## src/rtl/exc_pkg.sv

```systemverilog
package exc_pkg;
   localparam logic [3:0] CODE_IRQ   = 4'd0;
   localparam logic [3:0] CODE_UNDEF = 4'd10;
   localparam logic [3:0] CODE_OVF   = 4'd12;

   localparam logic [4:0] SEL_STATUS = 5'd12;
   localparam logic [4:0] SEL_CAUSE  = 5'd13;
   localparam logic [4:0] SEL_EPC    = 5'd14;

   localparam int CODE_LSB = 2;
   localparam int MASK_LSB = 8;
   localparam int BIT_IE   = 0;
   localparam int BIT_EXL  = 1;

   typedef struct packed {
      logic       take;
      logic       is_irq;
      logic [3:0] code;
   } trap_t;
endpackage

```

## src/rtl/exc_arbiter.sv

```systemverilog
module exc_arbiter
   import exc_pkg::*;
#(
   parameter int IRQ_N = 8
) (
   input  logic             undef_i,
   input  logic             ovf_i,
   input  logic [IRQ_N-1:0] irq_i,
   input  logic             ie_i,
   input  logic             exl_i,
   input  logic [IRQ_N-1:0] mask_i,
   output trap_t            trap_o
);
   logic [IRQ_N-1:0] live;
   logic             irq_ok;

   assign live   = irq_i & mask_i;
   assign irq_ok = ie_i & ~exl_i & (|live);

   always_comb begin
      trap_o = '0;
      if (undef_i) begin
         trap_o.take = 1'b1;
         trap_o.code = CODE_UNDEF;
      end else if (ovf_i) begin
         trap_o.take = 1'b1;
         trap_o.code = CODE_OVF;
      end else if (irq_ok) begin
         trap_o.take   = 1'b1;
         trap_o.is_irq = 1'b1;
         trap_o.code   = CODE_IRQ;
      end
   end
endmodule

```

## src/rtl/exc_status_reg.sv

```systemverilog
module exc_status_reg
   import exc_pkg::*;
#(
   parameter int XLEN  = 32,
   parameter int IRQ_N = 8
) (
   input  logic             clk,
   input  logic             rst_n,
   input  logic             take_i,
   input  logic             eret_i,
   input  logic             wr_en_i,
   input  logic [XLEN-1:0]  wr_data_i,
   output logic             ie_o,
   output logic             exl_o,
   output logic [IRQ_N-1:0] mask_o,
   output logic             kernel_o,
   output logic [XLEN-1:0]  word_o
);
   always_ff @(posedge clk) begin
      if (!rst_n) begin
         ie_o     <= 1'b0;
         exl_o    <= 1'b0;
         mask_o   <= '0;
         kernel_o <= 1'b1;
      end else if (take_i) begin
         exl_o    <= 1'b1;
         kernel_o <= 1'b1;
      end else if (eret_i) begin
         exl_o    <= 1'b0;
         kernel_o <= 1'b0;
      end else if (wr_en_i && kernel_o) begin
         ie_o   <= wr_data_i[BIT_IE];
         exl_o  <= wr_data_i[BIT_EXL];
         mask_o <= wr_data_i[MASK_LSB +: IRQ_N];
      end
   end

   always_comb begin
      word_o                     = '0;
      word_o[BIT_IE]             = ie_o;
      word_o[BIT_EXL]            = exl_o;
      word_o[MASK_LSB +: IRQ_N]  = mask_o;
   end

   p_trap_enters_kernel_r7: assert property (@(posedge clk) disable iff (!rst_n)
      take_i |=> (exl_o && kernel_o));

   p_eret_to_user_r8: assert property (@(posedge clk) disable iff (!rst_n)
      (eret_i && !take_i) |=> (!exl_o && !kernel_o));

   p_user_write_ignored_r10: assert property (@(posedge clk) disable iff (!rst_n)
      (wr_en_i && !kernel_o && !take_i && !eret_i) |=> $stable(word_o));
endmodule

```

## src/rtl/exc_capture.sv

```systemverilog
module exc_capture
   import exc_pkg::*;
#(
   parameter int XLEN    = 32,
   parameter int IRQ_N   = 8,
   parameter int PC_STEP = 4
) (
   input  logic             clk,
   input  logic             rst_n,
   input  trap_t            trap_i,
   input  logic [XLEN-1:0]  pc_i,
   input  logic [IRQ_N-1:0] irq_i,
   output logic [XLEN-1:0]  epc_o,
   output logic [XLEN-1:0]  cause_o
);
   localparam logic [XLEN-1:0] STEP = XLEN'(PC_STEP);

   logic [3:0]       code_q;
   logic [IRQ_N-1:0] pend_q;

   always_ff @(posedge clk) begin
      if (!rst_n) begin
         epc_o  <= '0;
         code_q <= '0;
         pend_q <= '0;
      end else begin
         pend_q <= irq_i;
         if (trap_i.take) begin
            epc_o  <= pc_i - STEP;
            code_q <= trap_i.code;
         end
      end
   end

   always_comb begin
      cause_o                     = '0;
      cause_o[CODE_LSB +: 4]      = code_q;
      cause_o[MASK_LSB +: IRQ_N]  = pend_q;
   end

   p_epc_back_one_r2: assert property (@(posedge clk) disable iff (!rst_n)
      trap_i.take |=> (epc_o == $past(pc_i) - STEP));

   p_mirror_lines_r6: assert property (@(posedge clk) disable iff (!rst_n)
      1'b1 |=> (cause_o[MASK_LSB +: IRQ_N] == $past(irq_i)));
endmodule

```

## src/rtl/exc_ctrl_unit.sv

```systemverilog
module exc_ctrl_unit
   import exc_pkg::*;
#(
   parameter int          XLEN         = 32,
   parameter int          IRQ_N        = 8,
   parameter int          PC_STEP      = 4,
   parameter logic [31:0] HANDLER_ADDR = 32'h8000_0180,
   parameter bit          USER_GUARD   = 1'b1
) (
   input  logic             clk,
   input  logic             rst_n,
   input  logic [XLEN-1:0]  pc_i,
   input  logic             ovf_i,
   input  logic             undef_i,
   input  logic [IRQ_N-1:0] irq_i,
   input  logic             eret_i,
   input  logic             wr_en_i,
   input  logic [XLEN-1:0]  wr_data_i,
   input  logic [4:0]       rd_sel_i,
   output logic [XLEN-1:0]  rd_data_o,
   output logic             rd_denied_o,
   output logic             redirect_o,
   output logic [XLEN-1:0]  next_pc_o,
   output logic             kernel_o
);
   localparam logic [XLEN-1:0] HANDLER = XLEN'(HANDLER_ADDR);

   if (IRQ_N < 1 || IRQ_N > 8) begin : g_bad_irq_n
      $error("IRQ_N must lie in 1..8 to fit the mask field");
   end
   if (XLEN < 16) begin : g_bad_xlen
      $error("XLEN must be at least 16");
   end
   if (HANDLER_ADDR[1:0] != 2'b00) begin : g_bad_handler
      $error("HANDLER_ADDR must be word aligned");
   end

   trap_t            trap;
   logic             ie, exl;
   logic [IRQ_N-1:0] mask;
   logic [XLEN-1:0]  status_w, cause_w, epc_w;
   logic [XLEN-1:0]  sel_data;

   exc_arbiter #(.IRQ_N(IRQ_N)) u_arb (
      .undef_i (undef_i),
      .ovf_i   (ovf_i),
      .irq_i   (irq_i),
      .ie_i    (ie),
      .exl_i   (exl),
      .mask_i  (mask),
      .trap_o  (trap)
   );

   exc_status_reg #(.XLEN(XLEN), .IRQ_N(IRQ_N)) u_status (
      .clk       (clk),
      .rst_n     (rst_n),
      .take_i    (trap.take),
      .eret_i    (eret_i),
      .wr_en_i   (wr_en_i),
      .wr_data_i (wr_data_i),
      .ie_o      (ie),
      .exl_o     (exl),
      .mask_o    (mask),
      .kernel_o  (kernel_o),
      .word_o    (status_w)
   );

   exc_capture #(.XLEN(XLEN), .IRQ_N(IRQ_N), .PC_STEP(PC_STEP)) u_cap (
      .clk     (clk),
      .rst_n   (rst_n),
      .trap_i  (trap),
      .pc_i    (pc_i),
      .irq_i   (irq_i),
      .epc_o   (epc_w),
      .cause_o (cause_w)
   );

   assign redirect_o = trap.take | eret_i;
   assign next_pc_o  = trap.take ? HANDLER : (eret_i ? epc_w : '0);

   always_comb begin
      case (rd_sel_i)
         SEL_STATUS: sel_data = status_w;
         SEL_CAUSE:  sel_data = cause_w;
         SEL_EPC:    sel_data = epc_w;
         default:    sel_data = '0;
      endcase
   end

   if (USER_GUARD) begin : g_guarded_read
      assign rd_denied_o = ~kernel_o;
      assign rd_data_o   = kernel_o ? sel_data : '0;
   end else begin : g_open_read
      assign rd_denied_o = 1'b0;
      assign rd_data_o   = sel_data;
   end

   p_irq_gated_r5: assert property (@(posedge clk) disable iff (!rst_n)
      (trap.is_irq) |-> (ie && !exl));

   p_undef_first_r4: assert property (@(posedge clk) disable iff (!rst_n)
      undef_i |=> (cause_w[CODE_LSB +: 4] == CODE_UNDEF));

   p_handler_target_r11: assert property (@(posedge clk) disable iff (!rst_n)
      (undef_i || ovf_i) |-> (redirect_o && next_pc_o == HANDLER));

   p_user_read_blank_r9: assert property (@(posedge clk) disable iff (!rst_n)
      (USER_GUARD && !kernel_o) |-> (rd_data_o == '0 && rd_denied_o));
endmodule

```

## config.mk

```make
export PLATFORM = sky130hd
export DESIGN_NAME = exc_ctrl_unit
export DESIGN_NICKNAME = d
export VERILOG_FILES = /design/src/rtl/exc_pkg.sv /design/src/rtl/exc_arbiter.sv /design/src/rtl/exc_status_reg.sv /design/src/rtl/exc_capture.sv /design/src/rtl/exc_ctrl_unit.sv
export SDC_FILE = /design/constraint.sdc
export NUM_CORES = 1
export LEC_CHECK = 0
export BUFFER_PORTS_ARGS = -buffer_cell sky130_fd_sc_hd__buf_2
export CORE_ASPECT_RATIO = 1.1
export CORE_MARGIN = 1
export CORE_UTILIZATION = 35
export DETAILED_ROUTE_END_ITERATION = 8
export PLACE_DENSITY = 0.68
export SLEW_MARGIN = 10
export SYNTH_ARGS = -nofsm -noshare
export SYNTH_HDL_FRONTEND = slang
export SYNTH_SLANG_ARGS = --single-unit
```

## constraint.sdc

```tcl
create_clock -name clk -period 2.1 [get_ports clk]
set_clock_uncertainty 0.1 [all_clocks]
set_input_delay 0.21 -clock clk [delete_from_list [all_inputs] [get_ports clk]]
set_output_delay 0.21 -clock clk [all_outputs]
set_load 0.01 [all_outputs]
```

==> load_flow_metrics.sql, run 1 <==
INSERT INTO impl_metrics (metric_group, metric, value, unit) VALUES
('worst_setup_path', 'setup.reg_to_reg.worst_slack', '0.27', 'ns'),
('power', 'fin_total_pwr', '2.14', 'mW'),
('sta', 'tightest_slew', '0.537', 'ns'),
('sta', 'timing_max_transition_violations_final', '0', ''),
('worst_setup_path', 'max_stage_delay', '0.35', 'ns'),
('synthesis', 'netlist_instances', '390', ''),
('clock_network', 'clkLatencyLatePin', '0.31', 'ns'),
('synthesis', 'async_reset_ff_share', '0', '%'),
('worst_setup_path', 'required', '1.79', 'ns'),
('worst_setup_path', 'timing_worst_setup_path_type', 'flip-flop to primary output', ''),
('synthesis', 'synth_area', '0.00308', 'sq mm'),
('sta', 'min_period', '2.02', 'ns'),
('worst_setup_path', 'cp-start-kind', 'flip-flop', ''),
('worst_setup_path', 'critPathMaxFanout', '14', ''),
('worst_setup_path', 'timing.critical_path.to_type', 'primary output', ''),
('worst_setup_path', 'timing.critical_path.max_delay_family', 'compound AO/OA/AOI/OAI gates', ''),
('finish', 'drive_above_1_share', '33.6', '%'),
('global_routing', 'grt_start_max_net_pins', '36', ''),
('synthesis', 'yosys_warning_count', '0', ''),
('detailed_routing', 'routedWlPerCell', '14.1', 'um'),
('floorplan', 'core', '0.00845', 'sq mm'),
('synthesis', 'synth_enable_flop_cells', '0', ''),
('power', 'p_leak', '1.97', 'nW'),
('outcome', 'status', 'completed', ''),
('synthesis', 'synth_area_leader_cell', 'sky130_fd_sc_hd__dfxtp_1', ''),
('synthesis', 'synth-seq-cells', '54', ''),
('detailed_routing', 'drt.antenna.violating_nets', '0', ''),
('clock_network', 'clk_transition_reported_paths', '0.11', 'ns'),
('floorplan', 'die_width', '91.4', 'um'),
('synthesis', 'synth_top_cell_area_share', '35.1', '%'),
('placed_design', 'gpl.final_weighted_congestion', '0.889', ''),
('global_routing', 'globalRouteOverflowTotal', '0', ''),
('finish', 'num_antenna_cells', '0', ''),
('detailed_routing', 'detail_route.drc_violations', '0', ''),
('clock_network', 'cts_tree', 'yes', ''),
('sta', 'fmax', '496', 'MHz'),
('job', 'cap_violations', '0', ''),
('floorplan', 'placement_rows', '35', ''),
('global_routing', 'via_count_of_the_first_global_routing_pass', '2976', ''),
('global_routing', 'grt_pass1_wl', '14.2', 'mm'),
('detailed_routing', 'detail_route.wirelength', '8.97', 'mm'),
('detailed_routing', 'vias_per_cell', '5.02', ''),
('worst_setup_path', 'path_cells', 'a22oi_2, a41o_1, and2_4, buf_6, and3_4, buf_2', ''),
('floorplan', 'num_io_pins', '150', ''),
('worst_setup_path', 'timing.critical_path.arrival', '1.71', 'ns'),
('worst_setup_path', 'worst-path-buf-inv', '2', ''),
('finish', 'fin_nets', '610', ''),
('floorplan', 'effective_utilization_at_floorplan', '36.4', '%'),
('global_routing', 'antenna_found_initial', '0', ''),
('clock_network', 'clk_path_buf_depth', '2', ''),
('synthesis', 'post_synth.cell_area_avg', '7.89', 'sq um'),
('power', 'power.ir.vdd_worst', '0.227', 'mV'),
('placed_design', 'port_buffers', '127', ''),
('sta', 'layout_worst_path_cycle_share', '96.0', '%'),
('sta', 'final_hold_violation_count', '0', ''),
('finish', 'post-route-util', '48.2', '%'),
('finish', 'area.growth.synth_to_final', '32.4', '%'),
('clock_network', 'ctsRootBufferMaster', 'sky130_fd_sc_hd__clkbuf_8', ''),
('power', 'power.density', '526', 'mW/mm^2'),
('clock_network', 'numCtsBuffers', '5', ''),
('synthesis', 'synth_seq_area_share', '35.1', '%'),
('floorplan', 'overall_die_height', '100', 'um'),
('floorplan', 'die-area', '0.00917', 'sq mm'),
('synthesis', 'netlist-cell-type-count', '41', ''),
('placed_design', 'place_hpwl', '7.05', 'mm'),
('synthesis', 'ys_top_cells_by_area', 'sky130_fd_sc_hd__dfxtp_1, sky130_fd_sc_hd__nor2_1, sky130_fd_sc_hd__mux2i_1, sky130_fd_sc_hd__and2_1, sky130_fd_sc_hd__and3_1', ''),
('detailed_routing', 'drt_iter0_markers', '105', ''),
('clock_network', 'cts-htree-levels', '2', ''),
('clock_network', 'clock_sink_count', '54', ''),
('worst_setup_path', 'highest_delay_cell_along_the_critical_path', 'sky130_fd_sc_hd__dfxtp_2', ''),
('worst_hold_path', 'worstHoldPathType', 'primary input to flip-flop', ''),
('detailed_routing', 'drt_pre_antenna_iters', '4', ''),
('global_routing', 'grt_util_all_layers', '19.5', '%'),
('synthesis', 'synthesis.nets', '474', ''),
('sta', 'count_of_endpoints_failing_setup_in_the_final_report', '0', ''),
('detailed_routing', 'detailed_route_via_count', '3204', ''),
('synthesis', 'synth_flop_cell', 'sky130_fd_sc_hd__dfxtp_1', ''),
('sta', 'worst_slew_margin_rel', '63.9', '%');
[worst register-to-register path, delay by kind of cell (launching register included)]
kind	cells	cell delay [ns]
AO/OA/AOI/OAI	3	0.66
buffers and inverters	2	0.42
flip-flops	1	0.34
AND/OR/NAND/NOR	2	0.22
[flip-flops by register name (all words and copies together) (netlist names)]
name and cells:
u_cap.code_q 3, u_cap.pend_q 8, u_cap.epc_o 32, u_status.kernel_o 1
u_status.mask_o 8, u_status.ie_o 1, u_status.exl_o 1
[metal layers]
| layer | GRT usage (%) | part of all wire [%] | vias up |
|---|---|---|---|
| met1 | 26.2 | 48 | 1431 |
| met3 | 3.26 | 4.3 | 11 |
| met4 | 5.25 | 1.4 | 0 |
| met2 | 32.4 | 47 | 109 |
| li1 | - | - | 1653 |
| met5 | 0 | 0 | - |
[through the flow]
step,setup WS [ns],hold slack [ns],cells,TNS (ns),area (sq um)
2_1_floorplan,0.0653,0.189,390,0,3080
3_3_place_gp,-0.0753,0.330,628,-0.124,3920
3_5_place_dp,-0.0904,0.340,628,-0.259,3920
4_1_cts,-0.00314,0.00502,637,-0.00314,4030
5_1_grt,-0.00234,0.00217,638,-0.00234,4070
6_report,0.0836,0.0166,638,0,4070
[placed cells by master, fill, tap and decap left out, types with 13 or more instances in the layout]
cell	n
sky130_fd_sc_hd__nand2_1	21
sky130_fd_sc_hd__a21oi_1	26
sky130_fd_sc_hd__and2_1	28
sky130_fd_sc_hd__a211oi_1	13
sky130_fd_sc_hd__and3_1	28
sky130_fd_sc_hd__buf_2	127
sky130_fd_sc_hd__o21ai_0	16
sky130_fd_sc_hd__nor2_1	56
sky130_fd_sc_hd__xnor2_1	15
sky130_fd_sc_hd__buf_4	25
sky130_fd_sc_hd__dfxtp_1	52
sky130_fd_sc_hd__mux2i_1	19
[report_power, final]
group	leakage, nW	switching [mW]	internal (mW)
Sequential	0.449	0.0441	1.09
Combinational	1.47	0.208	0.173
Clock	0.0506	0.381	0.251
Total	1.97	0.633	1.51
[timing repair]
action,4_1_cts,5_1_grt
pin swaps,1,1
buffers inserted,1,0
hold buffers,0,1
hold endpoints to repair,0,1
setup endpoints to repair,32,31
gates resized for setup,1,9
[Yosys cell counts (2+ instances only)]
| master | number |
|---|---|
| sky130_fd_sc_hd__o21ai_0 | 16 |
| sky130_fd_sc_hd__mux2i_1 | 19 |
| sky130_fd_sc_hd__a31oi_1 | 3 |
| sky130_fd_sc_hd__inv_1 | 5 |
| sky130_fd_sc_hd__o31ai_1 | 2 |
| sky130_fd_sc_hd__buf_6 | 4 |
| sky130_fd_sc_hd__or4_1 | 4 |
| sky130_fd_sc_hd__nand4_1 | 3 |
| sky130_fd_sc_hd__nand2_1 | 22 |
| sky130_fd_sc_hd__dfxtp_1 | 54 |
| sky130_fd_sc_hd__o41ai_1 | 2 |
| sky130_fd_sc_hd__nand3_1 | 5 |
| sky130_fd_sc_hd__and2_1 | 29 |
| sky130_fd_sc_hd__a21oi_1 | 26 |
| sky130_fd_sc_hd__and3_1 | 29 |
| sky130_fd_sc_hd__nand3b_1 | 2 |
| sky130_fd_sc_hd__xnor2_1 | 15 |
| sky130_fd_sc_hd__nor3_1 | 11 |
| sky130_fd_sc_hd__nor4_1 | 11 |
| sky130_fd_sc_hd__a22oi_1 | 7 |
| sky130_fd_sc_hd__nor2b_1 | 3 |
| sky130_fd_sc_hd__a211oi_1 | 13 |
| sky130_fd_sc_hd__xor2_1 | 6 |
| sky130_fd_sc_hd__a21oi_2 | 3 |
| sky130_fd_sc_hd__clkbuf_1 | 21 |
| sky130_fd_sc_hd__or3_1 | 2 |
| sky130_fd_sc_hd__nand2b_1 | 4 |
| sky130_fd_sc_hd__nor2_1 | 56 |
[path summary, 6_finish.rpt]
check	start	endpoint	depth (start not counted)
max reg2reg	u_status.exl_o	u_cap.epc_o[27]	7
min reg2reg	u_cap.epc_o[1]	u_cap.epc_o[1]	2
max	u_status.mask_o[4]	next_pc_o[2]	6
min	irq_i[2]	u_cap.pend_q[2]	2
[kinds of logic (layout without fill, tap and decap cells)]
| logic type | count (synthesis) | after routing | share of synthesized area (%) |
|---|---|---|---|
| AND/OR/NAND/NOR | 187 | 187 | 32.0 |
| AO/OA/AOI/OAI | 77 | 77 | 15.6 |
| XOR/XNOR | 21 | 21 | 5.98 |
| buffers and inverters | 31 | 168 | 4.76 |
| adder cells (fa/ha/maj) | 1 | 1 | 0.406 |
| multiplexers | 19 | 19 | 6.18 |
| flip-flops | 54 | 54 | 35.1 |
[area by class of cell]
cell class	instances	area (sq um)
fillers	856	4380
multi-input cells	305	1870
flip-flops and latches	54	1080
repair buffers	155	865
well taps	111	139
clock buffers	5	68.8
clock inverters	3	28.8
inverters	5	18.8
Note: power is estimated with default switching activity, not from simulation.
==> run 2, diff against run 1 <==
--- a/config.mk
+++ b/config.mk
@@ -6,12 +6,10 @@
 export NUM_CORES = 1
 export LEC_CHECK = 0
 export BUFFER_PORTS_ARGS = -buffer_cell sky130_fd_sc_hd__buf_2
-export CORE_ASPECT_RATIO = 1.1
 export CORE_MARGIN = 1
 export CORE_UTILIZATION = 35
 export DETAILED_ROUTE_END_ITERATION = 8
 export PLACE_DENSITY = 0.68
-export SLEW_MARGIN = 10
 export SYNTH_ARGS = -nofsm -noshare
 export SYNTH_HDL_FRONTEND = slang
 export SYNTH_SLANG_ARGS = --single-unit
==> load_flow_metrics.sql, run 2 (synthesis results as in run 1) <==
INSERT INTO impl_metrics (metric_group, metric, value, unit) VALUES
('outcome', 'status', 'completed', ''),
('detailed_routing', 'top_layer_used', 'met4', ''),
('detailed_routing', 'routedWlPerCell', '13.8', 'um'),
('sta', 'final_hold_violation_count', '0', ''),
('placed_design', 'port_buffers', '127', ''),
('sta', 'grt_setup_unrepaired', 'true', ''),
('sta', 'count_of_endpoints_failing_setup_in_the_final_report', '0', ''),
('detailed_routing', 'detailed_route_via_count', '3186', ''),
('clock_network', 'ctsRootBufferMaster', 'sky130_fd_sc_hd__clkbuf_8', ''),
('clock_network', 'clock_sink_count', '54', ''),
('detailed_routing', 'drt_pre_antenna_iters', '4', ''),
('clock_network', 'clk_path_buf_depth', '2', ''),
('detailed_routing', 'drt.antenna.violating_nets', '0', ''),
('job', 'cap_violations', '0', ''),
('sta', 'worst_slew_margin_rel', '66.3', '%'),
('worst_setup_path', 'max_stage_delay', '0.34', 'ns'),
('finish', 'commonest_cells_after_routing_fill_and_taps_aside', 'sky130_fd_sc_hd__buf_2, sky130_fd_sc_hd__nor2_1, sky130_fd_sc_hd__dfxtp_1', ''),
('worst_setup_path', 'timing.critical_path.max_delay_family', 'compound AO/OA/AOI/OAI gates', ''),
('detailed_routing', 'detail_route.wirelength', '8.66', 'mm'),
('floorplan', 'die-area', '0.00917', 'sq mm'),
('worst_setup_path', 'worstReg2RegStart', 'u_status.exl_o', ''),
('detailed_routing', 'detail_route.drc_violations', '0', ''),
('placed_design', 'gpl.final_weighted_congestion', '0.979', ''),
('power', 'power.density', '527', 'mW/mm^2'),
('clock_network', 'clkLatencyLatePin', '0.30', 'ns'),
('floorplan', 'placement_rows', '33', ''),
('worst_setup_path', 'timing.critical_path.arrival', '1.70', 'ns'),
('sta', 'fmax', '498', 'MHz'),
('worst_setup_path', 'timing.critical_path.to_type', 'primary output', ''),
('floorplan', 'overall_die_height', '95.8', 'um'),
('worst_setup_path', 'highest_delay_cell_along_the_critical_path', 'sky130_fd_sc_hd__dfxtp_1', ''),
('clock_network', 'cts-htree-levels', '2', ''),
('finish', 'registers_with_the_most_flip_flops', 'u_cap.epc_o (32), u_cap.pend_q (8), u_status.mask_o (8)', ''),
('worst_setup_path', 'path_cells', 'a22oi_1, a41o_1, and2_4, buf_6, and3_1, buf_2', ''),
('floorplan', 'die_width', '95.8', 'um'),
('finish', 'drive_above_1_share', '32.5', '%'),
('global_routing', 'grt_start_max_net_pins', '40', ''),
('global_routing', 'grt_pass1_wl', '13.5', 'mm'),
('floorplan', 'num_io_pins', '150', ''),
('worst_setup_path', 'setup.worst_path.start', 'u_status.mask_o[4]', ''),
('floorplan', 'effective_utilization_at_floorplan', '36.7', '%'),
('sta', 'timing_max_transition_violations_final', '0', ''),
('finish', 'max_flop_register', 'u_cap.epc_o', ''),
('clock_network', 'cts_tree', 'yes', ''),
('worst_setup_path', 'worst-path-buf-inv', '2', ''),
('sta', 'layout_worst_path_cycle_share', '95.7', '%'),
('sta', 'min_period', '2.01', 'ns'),
('finish', 'fin_nets', '606', ''),
('worst_setup_path', 'cp-start-kind', 'flip-flop', ''),
('detailed_routing', 'wirelength_met1', '4.03', 'mm'),
('clock_network', 'numCtsBuffers', '5', ''),
('power', 'power.ir.vdd_worst', '0.230', 'mV'),
('worst_setup_path', 'timing_worst_setup_path_type', 'flip-flop to primary output', ''),
('finish', 'commonest_non_fill_non_tap_cell_in_the_layout', 'sky130_fd_sc_hd__buf_2', ''),
('finish', 'area.growth.synth_to_final', '31.0', '%'),
('detailed_routing', 'vias_per_cell', '5.07', ''),
('global_routing', 'grt_util_all_layers', '19.1', '%'),
('sta', 'tightest_slew', '0.501', 'ns'),
('detailed_routing', 'wl_met2', '4.05', 'mm'),
('worst_setup_path', 'critPathMaxFanout', '18', ''),
('finish', 'num_antenna_cells', '0', ''),
('placed_design', 'place_hpwl', '7.04', 'mm'),
('global_routing', 'globalRouteOverflowTotal', '0', ''),
('floorplan', 'core', '0.00838', 'sq mm'),
('finish', 'post-route-util', '48.1', '%'),
('detailed_routing', 'drt_iter0_markers', '144', ''),
('global_routing', 'via_count_of_the_first_global_routing_pass', '2832', ''),
('worst_hold_path', 'worstHoldPathType', 'primary input to flip-flop', ''),
('power', 'fin_total_pwr', '2.13', 'mW'),
('detailed_routing', 'route.met3.wl', '472', 'um'),
('power', 'p_leak', '1.96', 'nW'),
('clock_network', 'clk_transition_reported_paths', '0.09', 'ns'),
('worst_hold_path', 'holdCritStartpoint', 'irq_i[4]', ''),
('worst_setup_path', 'required', '1.79', 'ns'),
('finish', 'largest_reg_flops', '32', ''),
('global_routing', 'antenna_found_initial', '0', '');
run 2: changes by cell type in the layout (fill, tap and decap cells not counted):
| cell | delta |
|---|---|
| sky130_fd_sc_hd__and3_4 | -1 |
| sky130_fd_sc_hd__dfxtp_2 | -2 |
| sky130_fd_sc_hd__a22oi_2 | -1 |
| sky130_fd_sc_hd__a22oi_1 | +1 |
| sky130_fd_sc_hd__inv_6 | -1 |
| sky130_fd_sc_hd__dlygate4sd3_1 | -1 |
| sky130_fd_sc_hd__and3_1 | +1 |
| sky130_fd_sc_hd__buf_6 | +1 |
| sky130_fd_sc_hd__dfxtp_1 | +2 |
| sky130_fd_sc_hd__buf_4 | -4 |
| sky130_fd_sc_hd__clkbuf_8 | +2 |
| sky130_fd_sc_hd__inv_8 | -1 |
run 2: report_power, final:
group          total, mW  internal, mW  switching (mW)  leakage [nW]
logic              0.374         0.168           0.206          1.46
registers           1.13          1.09          0.0452         0.448
clock network      0.620         0.302           0.318        0.0544
run 2: stage by stage:
step	setup WS (ns)	std cells	cell area (sq um)	hold WS, ns	TNS, ns
final	0.0912	628	4030	0.0218	0
after global routing	-0.0112	628	4030	0.0165	-0.0258
after CTS	-0.0214	628	4020	0.0134	-0.0837
after detailed placement	-0.140	619	3910	0.332	-0.340
after global placement	-0.107	619	3910	0.330	-0.144
after floorplan	0.0653	390	3080	0.189	0
run 2: layer usage:
metal  global-route usage (%)  vias up
li1                         -     1643
met1                     27.2     1429
met2                     31.0      105
met3                     1.90        9
met4                     4.35        0
met5                        0        -
run 2: worst paths after layout:
check                                           to  slack, ns  depth (start not counted)
worst max-delay path                 next_pc_o[30]       0.09                          6
worst min-delay path               u_cap.pend_q[4]       0.02                          2
worst max register to register  u_status.mask_o[4]       0.32                          6
worst min register to register     u_cap.code_q[3]       0.38                          2
run 2: final cells by class:
class	count	area, sq um
fillers	846	4350
clock buffers	7	96.3
well taps	105	131
repair buffers	151	836
multi-input cells	305	1860
clock inverters	1	8.76
flip-flops and latches	54	1080
inverters	5	18.8
run 2: what timing repair did:
action	4_1_cts	5_1_grt
endpoints found under the setup margin	31	31
hold endpoints to repair	0	0
hold buffers	0	0
setup buffers	1	0
gates cloned	0	0
resized for setup	0	4
pin swaps	1	1
==> run 3, diff against run 2 <==
==> constraint.sdc (replaced) <==
create_clock -name clk -period 2.1 [get_ports clk]
set_clock_uncertainty 0.1 [all_clocks]
set_input_delay 0.315 -clock clk [delete_from_list [all_inputs] [get_ports clk]]
set_output_delay 0.315 -clock clk [all_outputs]
set_load 0.01 [all_outputs]
==> load_flow_metrics.sql, run 3 (synthesis results as in run 1) <==
INSERT INTO impl_metrics (metric_group, metric, value, unit) VALUES
('floorplan', 'die_width', '95.8', 'um'),
('worst_setup_path', 'timing.critical_path.to_type', 'primary output', ''),
('worst_setup_path', 'max_stage_delay', '0.35', 'ns'),
('sta', 'grt_setup_unrepaired', 'true', ''),
('placed_design', 'dpl_cell_area', '0.00399', 'sq mm'),
('finish', 'commonest_cells_after_routing_fill_and_taps_aside', 'sky130_fd_sc_hd__buf_2, sky130_fd_sc_hd__nor2_1, sky130_fd_sc_hd__dfxtp_1', ''),
('sta', 'fmax', '471', 'MHz'),
('global_routing', 'globalRouteOverflowTotal', '0', ''),
('sta', 'count_of_endpoints_failing_setup_in_the_final_report', '19', ''),
('worst_setup_path', 'cp-start-kind', 'flip-flop', ''),
('worst_setup_path', 'timing.critical_path.arrival', '1.71', 'ns'),
('power', 'power.ir.vdd_worst', '0.348', 'mV'),
('clock_network', 'cts-htree-levels', '2', ''),
('sta', 'timing_max_transition_violations_final', '0', ''),
('detailed_routing', 'detailed_route_via_count', '3269', ''),
('worst_setup_path', 'timing.critical_path.max_delay_family', 'compound AO/OA/AOI/OAI gates', ''),
('sta', 'tightest_slew', '0.507', 'ns'),
('sta', 'layout_worst_path_cycle_share', '101', '%'),
('worst_setup_path', 'path_cells', 'a22oi_2, a41o_1, and2_4, clkbuf_16, and3_1, buf_2', ''),
('finish', 'final_design_area_no_fill', '0.00420', 'sq mm'),
('floorplan', 'overall_die_height', '95.8', 'um'),
('sta', 'setup_total_negative_slack', '-0.181', 'ns'),
('sta', 'worst_slew_margin_rel', '65.9', '%'),
('worst_setup_path', 'required', '1.68', 'ns'),
('floorplan', 'core', '0.00838', 'sq mm'),
('placed_design', 'port_buffers', '127', ''),
('outcome', 'status', 'complete, but fails checks', ''),
('outcome', 'violations', 'setup timing', ''),
('finish', 'largest_reg_flops', '32', ''),
('sta', 'final_hold_violation_count', '0', ''),
('global_routing', 'via_count_of_the_first_global_routing_pass', '2954', ''),
('global_routing', 'antenna_found_initial', '0', ''),
('finish', 'drive_above_1_share', '35.9', '%'),
('finish', 'area.growth.synth_to_final', '36.3', '%'),
('detailed_routing', 'drt_pre_antenna_iters', '4', ''),
('detailed_routing', 'drt.antenna.violating_nets', '0', ''),
('clock_network', 'ctsRootBufferMaster', 'sky130_fd_sc_hd__clkbuf_8', ''),
('floorplan', 'effective_utilization_at_floorplan', '36.7', '%'),
('clock_network', 'numCtsBuffers', '5', ''),
('worst_hold_path', 'worstHoldPathType', 'primary input to flip-flop', ''),
('clock_network', 'post_cts_hold_buffer_count', '0', ''),
('floorplan', 'num_io_pins', '150', ''),
('clock_network', 'clock_sink_count', '54', ''),
('finish', 'max_flop_register', 'u_cap.epc_o', ''),
('global_routing', 'grt_util_all_layers', '20.0', '%'),
('detailed_routing', 'detail_route.wirelength', '9.30', 'mm'),
('finish', 'non_filler_cells_final', '640', ''),
('worst_setup_path', 'worst-path-buf-inv', '2', ''),
('worst_setup_path', 'critPathMaxFanout', '7', ''),
('detailed_routing', 'routedWlPerCell', '14.5', 'um'),
('job', 'cap_violations', '0', ''),
('detailed_routing', 'detail_route.drc_violations', '0', ''),
('clock_network', 'cts_tree', 'yes', ''),
('global_routing', 'grt_start_max_net_pins', '43', ''),
('worst_setup_path', 'highest_delay_cell_along_the_critical_path', 'sky130_fd_sc_hd__dfxtp_1', ''),
('detailed_routing', 'drt_iter0_markers', '197', ''),
('placed_design', 'preCtsSetupSlack', '-0.202', 'ns'),
('placed_design', 'place_hpwl', '7.18', 'mm'),
('clock_network', 'clkLatencyLatePin', '0.31', 'ns'),
('clock_network', 'clk_path_buf_depth', '2', ''),
('sta', 'min_period', '2.12', 'ns'),
('sta', 'worst_hold_slack', '0.121', 'ns'),
('floorplan', 'placement_rows', '33', ''),
('finish', 'registers_with_the_most_flip_flops', 'u_cap.epc_o (32), u_cap.pend_q (8), u_status.mask_o (8)', ''),
('detailed_routing', 'vias_per_cell', '5.11', ''),
('power', 'p_leak', '2.04', 'nW'),
('finish', 'commonest_non_fill_non_tap_cell_in_the_layout', 'sky130_fd_sc_hd__buf_2', ''),
('floorplan', 'die-area', '0.00917', 'sq mm'),
('clock_network', 'clk_transition_reported_paths', '0.11', 'ns'),
('sta', 'finalWorstSetupSlack', '-0.0240', 'ns'),
('placed_design', 'dpl.cell_count', '628', ''),
('finish', 'num_antenna_cells', '0', ''),
('finish', 'n_fill_cell', '844', ''),
('placed_design', 'gpl.final_weighted_congestion', '0.903', ''),
('worst_setup_path', 'timing_worst_setup_path_type', 'flip-flop to primary output', ''),
('global_routing', 'grt_pass1_wl', '14.2', 'mm'),
('finish', 'fin_nets', '618', ''),
('power', 'power.density', '515', 'mW/mm^2');
## run 3: where the power goes
group          total (mW)  internal [mW]  switching (mW)
logic               0.405          0.190           0.215
registers            1.14           1.09          0.0476
clock network       0.622          0.250           0.372
## run 3: metrics by stage
stage          power [mW]  util [%]
2_1_floorplan        1.34         -
3_3_place_gp         1.53      47.5
3_5_place_dp         1.54      47.5
4_1_cts              2.17      49.4
5_1_grt              2.26      50.1
6_report             2.16      50.1
## run 3: worst paths after layout
check	from	end	slack, ns	depth (start not counted)
hold / removal	undef_i	u_cap.code_q[2]	0.12	2
hold reg to reg	u_cap.code_q[3]	u_cap.code_q[3]	0.38	2
setup / recovery	u_status.mask_o[4]	next_pc_o[21]	-0.02	6
setup reg to reg	u_status.exl_o	u_status.mask_o[0]	0.32	6
## run 3: what timing repair did
item,4_1_cts,5_1_grt
buffers inserted,1,1
gates cloned,1,1
gates resized for setup,7,9
pin swaps,2,1
setup endpoints to repair,33,37
## run 3: area by class of cell
type	count	area, sq um	share of cell area (%)
clock inverters	3	28.8	0.686
clock buffers	5	68.8	1.64
multi-input cells	305	1880	44.8
repair buffers	163	982	23.4
inverters	5	18.8	0.447
flip-flops and latches	54	1090	25.9
well taps	105	131	3.13
## run 3: metal layers
| metal | GRT usage (%) | vias up | part of all wire (%) |
|---|---|---|---|
| li1 | - | 1667 | - |
| met1 | 26.9 | 1487 | 46 |
| met2 | 34.6 | 109 | 48 |
| met3 | 1.97 | 6 | 5.4 |
| met4 | 4.48 | 0 | 0.87 |
| met5 | 0 | - | 0 |
